**src/rtl/nvbank_pkg.sv**
```systemverilog
package nvbank_pkg;

    localparam int BANK_W        = 2;
    localparam int REG_W         = 2;
    localparam int DATA_W        = 8;
    localparam int ADDR_W        = BANK_W + REG_W;
    localparam int NUM_BANKS     = 1 << BANK_W;
    localparam int REGS_PER_BANK = 1 << REG_W;

    typedef enum logic {
        REQ_HOST_WR    = 1'b0,
        REQ_WIPER_XFER = 1'b1
    } req_kind_e;

    typedef struct packed {
        logic              valid;
        logic              complete;
        req_kind_e         kind;
        logic [BANK_W-1:0] bank;
        logic [REG_W-1:0]  idx;
        logic [DATA_W-1:0] data;
    } pend_t;

    function automatic logic [ADDR_W-1:0] flat_addr(input logic [BANK_W-1:0] bank,
                                                    input logic [REG_W-1:0]  idx);
        return {bank, idx};
    endfunction

endpackage

```
**src/rtl/nvbank_frame_tracker.sv**
```systemverilog
module nvbank_frame_tracker
    import nvbank_pkg::*;
(
    input  logic              clk,
    input  logic              rst,
    input  logic              sel_n,
    input  logic              req_valid,
    input  logic              req_kind,
    input  logic [BANK_W-1:0] req_bank,
    input  logic [REG_W-1:0]  req_reg,
    input  logic              data_valid,
    input  logic [DATA_W-1:0] data_in,
    input  logic [DATA_W-1:0] wiper_val,
    input  logic              busy,
    output pend_t             pend,
    output logic              frame_end
);

    logic      sel_q;
    req_kind_e kind_in;

    assign kind_in   = req_kind_e'(req_kind);
    assign frame_end = sel_n & ~sel_q;

    always_ff @(posedge clk) begin
        if (rst) begin
            sel_q <= 1'b1;
            pend  <= '0;
        end else begin
            sel_q <= sel_n;
            if (frame_end) begin
                pend <= '0;
            end else if (req_valid && !sel_n && !busy) begin
                // transfers into banks other than 0 are refused at capture
                pend.valid    <= (kind_in == REQ_HOST_WR) || (req_bank == '0);
                pend.complete <= (kind_in == REQ_WIPER_XFER);
                pend.kind     <= kind_in;
                pend.bank     <= req_bank;
                pend.idx      <= req_reg;
                pend.data     <= wiper_val;
            end else if (data_valid && !sel_n && pend.valid && !pend.complete
                         && pend.kind == REQ_HOST_WR) begin
                pend.data     <= data_in;
                pend.complete <= 1'b1;
            end
        end
    end

    // closing a frame always drops whatever was pending
    p_frame_clears_r7: assert property (@(posedge clk) disable iff (rst)
        frame_end |=> !pend.valid);

    // a request seen while busy leaves nothing pending
    p_busy_discard_r6: assert property (@(posedge clk) disable iff (rst)
        (busy && req_valid && !sel_n && !pend.valid) |=> !pend.valid);

endmodule

```
**src/rtl/nvbank_write_timer.sv**
```systemverilog
module nvbank_write_timer #(
    parameter int BUSY_CYCLES = 2_000_000
) (
    input  logic clk,
    input  logic rst,
    input  logic start,
    output logic busy
);

    localparam int CNT_W = $clog2(BUSY_CYCLES + 1);

    logic [CNT_W-1:0] remain;

    always_ff @(posedge clk) begin
        if (rst) begin
            busy   <= 1'b0;
            remain <= '0;
        end else if (start) begin
            busy   <= 1'b1;
            remain <= CNT_W'(BUSY_CYCLES - 1);
        end else if (busy) begin
            if (remain == '0) busy <= 1'b0;
            else              remain <= remain - 1'b1;
        end
    end

    // a commit always raises the flag on the next clock
    p_start_busy_r4: assert property (@(posedge clk) disable iff (rst)
        start |=> busy);

    // with no commit, an idle timer stays idle
    p_idle_stays_r4: assert property (@(posedge clk) disable iff (rst)
        (!busy && !start) |=> !busy);

endmodule

```
**src/rtl/nvbank_store.sv**
```systemverilog
module nvbank_store
    import nvbank_pkg::*;
(
    input  logic              clk,
    input  logic              rst,
    input  logic              wr_en,
    input  logic [ADDR_W-1:0] wr_addr,
    input  logic [DATA_W-1:0] wr_data,
    input  logic [BANK_W-1:0] rd_bank,
    input  logic [REG_W-1:0]  rd_reg,
    output logic [DATA_W-1:0] rd_data,
    input  logic              recall_req,
    output logic [DATA_W-1:0] recall_data,
    output logic              recall_valid
);

    localparam int BANK_BITS = REGS_PER_BANK * DATA_W;

    logic [BANK_BITS-1:0] bank_flat [NUM_BANKS];

    for (genvar b = 0; b < NUM_BANKS; b++) begin : g_bank
        logic [BANK_BITS-1:0] cells;

        // no reset: contents model nonvolatile cells
        always_ff @(posedge clk) begin
            for (int r = 0; r < REGS_PER_BANK; r++) begin
                if (wr_en && wr_addr == ADDR_W'(b * REGS_PER_BANK + r))
                    cells[r*DATA_W +: DATA_W] <= wr_data;
            end
        end

        assign bank_flat[b] = cells;
    end

    always_ff @(posedge clk) begin
        if (rst) begin
            rd_data      <= '0;
            recall_data  <= '0;
            recall_valid <= 1'b0;
        end else begin
            rd_data      <= bank_flat[rd_bank][rd_reg*DATA_W +: DATA_W];
            recall_valid <= recall_req;
            if (recall_req)
                recall_data <= bank_flat[0][DATA_W-1:0];
        end
    end

    // recall answers on the following clock
    p_recall_pulse_r9: assert property (@(posedge clk) disable iff (rst)
        recall_req |=> recall_valid);

endmodule

```
**src/rtl/nvbank_regfile.sv**
```systemverilog
module nvbank_regfile
    import nvbank_pkg::*;
#(
    parameter int BUSY_CYCLES = 2_000_000
) (
    input  logic              clk,
    input  logic              rst,
    input  logic              sel_n,
    input  logic              req_valid,
    input  logic              req_kind,
    input  logic [BANK_W-1:0] req_bank,
    input  logic [REG_W-1:0]  req_reg,
    input  logic              data_valid,
    input  logic [DATA_W-1:0] data_in,
    input  logic [DATA_W-1:0] wiper_val,
    input  logic              wp_n,
    input  logic [BANK_W-1:0] rd_bank,
    input  logic [REG_W-1:0]  rd_reg,
    output logic [DATA_W-1:0] rd_data,
    output logic              busy,
    input  logic              recall_req,
    output logic [DATA_W-1:0] recall_data,
    output logic              recall_valid
);

    pend_t pend;
    logic  frame_end;
    logic  commit;

    nvbank_frame_tracker u_track (
        .clk        (clk),
        .rst        (rst),
        .sel_n      (sel_n),
        .req_valid  (req_valid),
        .req_kind   (req_kind),
        .req_bank   (req_bank),
        .req_reg    (req_reg),
        .data_valid (data_valid),
        .data_in    (data_in),
        .wiper_val  (wiper_val),
        .busy       (busy),
        .pend       (pend),
        .frame_end  (frame_end)
    );

    assign commit = frame_end & pend.valid & pend.complete & wp_n & ~busy;

    nvbank_write_timer #(.BUSY_CYCLES(BUSY_CYCLES)) u_timer (
        .clk   (clk),
        .rst   (rst),
        .start (commit),
        .busy  (busy)
    );

    nvbank_store u_store (
        .clk          (clk),
        .rst          (rst),
        .wr_en        (commit),
        .wr_addr      (flat_addr(pend.bank, pend.idx)),
        .wr_data      (pend.data),
        .rd_bank      (rd_bank),
        .rd_reg       (rd_reg),
        .rd_data      (rd_data),
        .recall_req   (recall_req),
        .recall_data  (recall_data),
        .recall_valid (recall_valid)
    );

    // a protected close never starts a write cycle
    p_wp_block_r5: assert property (@(posedge clk) disable iff (rst)
        (frame_end && !wp_n && !busy) |=> !busy);

    // a frame closed with its data missing starts no write cycle
    p_short_frame_r7: assert property (@(posedge clk) disable iff (rst)
        (frame_end && pend.valid && !pend.complete && !busy) |=> !busy);

endmodule

```
**config.mk**
```make
export PLATFORM = sky130hd
export DESIGN_NAME = nvbank_regfile
export DESIGN_NICKNAME = d
export VERILOG_FILES = /design/src/rtl/nvbank_pkg.sv /design/src/rtl/nvbank_frame_tracker.sv /design/src/rtl/nvbank_write_timer.sv /design/src/rtl/nvbank_store.sv /design/src/rtl/nvbank_regfile.sv
export SDC_FILE = /design/constraint.sdc
export NUM_CORES = 1
export LEC_CHECK = 0
export CORE_ASPECT_RATIO = 0.8
export CORE_MARGIN = 2
export CORE_UTILIZATION = 60
export CTS_CLUSTER_DIAMETER = 50
export DETAILED_ROUTE_END_ITERATION = 16
export HOLD_SLACK_MARGIN = 0.06
export PLACE_DENSITY = 0.81
export RECOVER_POWER = 100
export SKIP_LAST_GASP = 1
export SYNTH_ARGS = -nofsm -noshare
export SYNTH_HDL_FRONTEND = slang
export SYNTH_SLANG_ARGS = --single-unit
```
**constraint.sdc**
```tcl
create_clock -name clk -period 8 [get_ports clk]
set_input_delay 2.4 -clock clk [delete_from_list [all_inputs] [get_ports clk]]
set_output_delay 2.4 -clock clk [all_outputs]
set_load 0.02 [all_outputs]
```
==> flow_metrics.env <==
export IMPL_fp_dieH_um=102
export IMPL_hold_viol=0
export IMPL_num_vias=4262
export IMPL_preCtsSetupSlack_ns=2.43
export IMPL_ys_seq_area_frac=0.687
export IMPL_cpLargestDelayFamily="buffers and inverters"
export IMPL_start_util=0.620
export IMPL_clock_sinks=183
export IMPL_postSynth_asyncResetShare=0
export IMPL_synth_seq_cells=183
export IMPL_ant_nets=0
export IMPL_fill_cells=735
export IMPL_drv_cap=2
export IMPL_holdWs_ns=0.455
export IMPL_dr_pass1_iters=5
export IMPL_gr_total_overflow=0
export IMPL_rsz0062_at_grt="no"
export IMPL_cts_root_buffer="clkbuf_16"
export IMPL_slowest_stage="clkbuf_1"
export IMPL_total_leakage_power_uw=0.00280
export IMPL_h_tree_depth=4
export IMPL_io_pins=50
export IMPL_postCtsHoldBufs=0
export IMPL_num_rows=35
export IMPL_synth_ff_type="edfxtp_1"
export IMPL_skew_ns=0.0136
export IMPL_fmax_mhz=184
export IMPL_antenna_found_initial=0
export IMPL_period_share=0.681
export IMPL_postCtsSetupBuffers=0
export IMPL_path_max_fanout=32
export IMPL_tightest_slew_ns=2.65
export IMPL_cts_resized=0
export IMPL_cts_buffers=17
export IMPL_layout_drive_gt1_share=0.139
export IMPL_postRouteWirelength_um=15500
export IMPL_tritoncts="built"
export IMPL_fin_util=0.717
export IMPL_power_density_nw_per_um2=231
export IMPL_synth_cell_types=47
export IMPL_drtIter0Drc=583
export IMPL_crit_top_cell="mux4_2"
export IMPL_dieArea_um2=12900
export IMPL_final_nets=545
export IMPL_synth_nets=497
export IMPL_syn_avg_cell_area_um2=15.5
export IMPL_timing_setup_critical_path_class="in2reg"
export IMPL_dp_hpwl_um=9460
export IMPL_failed_checks="max-capacitance violations, max-slew violations"
export IMPL_synth_edff_count=128
export IMPL_period_minus_slack_ns=5.45
export IMPL_worstSetupStartpointType="input pin"
export IMPL_critical_path_buf_inv_count=1
export IMPL_synth_cells=463
export IMPL_setup_ws_ns=2.55
export IMPL_grt_pass1_wl_um=23700
export IMPL_drc=0
export IMPL_cp_cell_sequence="clkbuf_1, mux4_2, mux4_2, nor2b_1"
export IMPL_grt_pass1_vias=4199
export IMPL_place_congestion=0.868
export IMPL_core_um2=11600
export IMPL_worstPathArrival_ns=5.68
export IMPL_antenna_cells=0
export IMPL_status="finished, violations left"
export IMPL_grt_max_degree=35
export IMPL_cts_path_max_buffers=2
export IMPL_clk_latency_ns=0.44
export IMPL_yosys_warnings=0
export IMPL_required_ns=8.23
export IMPL_maxSlewViolCount=68
export IMPL_synth_area_um2=7200
export IMPL_track_usage=0.255
export IMPL_cp_slowest_stage_delay_ns=1.85
export IMPL_wire_per_inst_um=23.0
export IMPL_slew_headroom=-0.764
export IMPL_syn_to_final_growth_pct=15.6
export IMPL_vdd_drop_max_v=0.000180
export IMPL_die_x_um=126
export IMPL_vias_per_cell=6.34
export IMPL_clkTransAtPathRegs_ns=0.07
export IMPL_setup_violations=0
export IMPL_totalPowerFinal_uw=1920
export IMPL_place_port_buffers=49
export IMPL_setup_tns_ns=0
export IMPL_end_kind="flop"
export IMPL_hold_path_class="reg2reg"
cell type report:
type | count | area, um^2 | area share
Clock buffer | 21 | 440 | 0.0529
Clock inverter | 11 | 101 | 0.0122
Inverter | 4 | 15.0 | 0.00181
Multi-Input combinational cell | 254 | 2140 | 0.257
Sequential cell | 183 | 4940 | 0.594
Tap cell | 148 | 185 | 0.0223
Timing Repair Buffer | 51 | 495 | 0.0596
synth_stat cells (2+ instances only):
master    number  area share
buf_1          3      0.0016
nand3_1        6      0.0042
a31oi_1        3      0.0026
xnor2_1        2      0.0024
o21ai_0        6      0.0042
nor2_1        46       0.024
nand2_1       36       0.019
nor4_1         9      0.0078
dfxtp_1       55        0.15
a21oi_1       15       0.010
mux2i_1       10       0.014
or3_1          6      0.0052
clkbuf_1      13      0.0068
o31ai_1        2      0.0021
nor3_1         9      0.0063
o211ai_1       4      0.0042
buf_2          4      0.0028
xor2_1         9       0.011
inv_1          4      0.0021
ha_1           2      0.0035
nand4_1        2      0.0017
and2_1         3      0.0026
nor2b_1       11      0.0096
nand2b_1       4      0.0035
or4_1          4      0.0042
a311oi_1       8      0.0097
edfxtp_1     128        0.53
mux4_2        40        0.13
logic make-up (layout without fill, tap and decap cells):
logic type | after synthesis | after routing | synth area share
multiplexers | 51 | 51 | 0.141
adder cells (fa/ha/maj) | 2 | 2 | 0.00348
flip-flops | 183 | 183 | 0.687
XOR/XNOR | 11 | 11 | 0.0134
buffers and inverters | 26 | 87 | 0.0160
AO/OA/AOI/OAI | 45 | 45 | 0.0410
AND/OR/NAND/NOR | 145 | 145 | 0.0982
metrics by stage:
step / cells / area [um^2]
final: 672 / 8320
after detailed placement: 640 / 7780
after global placement: 640 / 7780
after CTS: 672 / 8320
after global routing: 672 / 8320
after floorplan: 463 / 7200
sequential cells by signal, indices dropped and copies added, names as in the netlist:
signal	cells
u_timer.busy	1
u_timer.remain	21
u_store.recall_valid	1
u_track.sel_q	1
u_track.pend	15
u_store.rd_data	8
u_store.recall_data	8
u_store.g_bank.cells	128
cells in the final DEF, fill, tap and decap left out, drive strengths merged, types with 10 or more instances in the layout:
| master | n |
|---|---|
| a21oi | 15 |
| clkbuf | 23 |
| clkdlybuf4s50 | 27 |
| dfxtp | 55 |
| dlygate4sd3 | 21 |
| edfxtp | 128 |
| mux2i | 10 |
| mux4 | 40 |
| nand2 | 36 |
| nor2 | 46 |
| nor2b | 11 |
path summary, 6_finish.rpt:
| path | slack (ns) | from | cells past startpoint | endpoint |
|---|---|---|---|---|
| hold reg to reg | 0.45 | u_track.pend[12] | 2 | u_track.pend[12] |
| setup reg to reg | 4.86 | u_timer.busy | 4 | u_store.g_bank[0].cells[2] |
| setup / recovery | 2.55 | rd_bank[0] | 4 | u_store.rd_data[1] |
| hold / removal | 0.45 | u_track.pend[12] | 2 | u_track.pend[12] |
worst register-to-register path, cell delays in order, from the launching register on:
cell,delay (ns)
dfxtp_1,0.38
nor4bb_1,0.38
nand3_1,0.55
or3_1,0.59
nor3_1,0.84
power by group:
group | total [uW] | internal [uW] | switching, uW
sequential | 1050 | 1030 | 22.1
clock | 776 | 429 | 347
combinational | 96.3 | 50.2 | 46.1
layer usage:
metal | share of wire | global-route usage
met3 | 0.091 | 0.0597
met5 | 0 | 0
met4 | 0.019 | 0.105
met1 | 0.40 | 0.340
met2 | 0.49 | 0.415
Power figures use the tool's default switching activity.
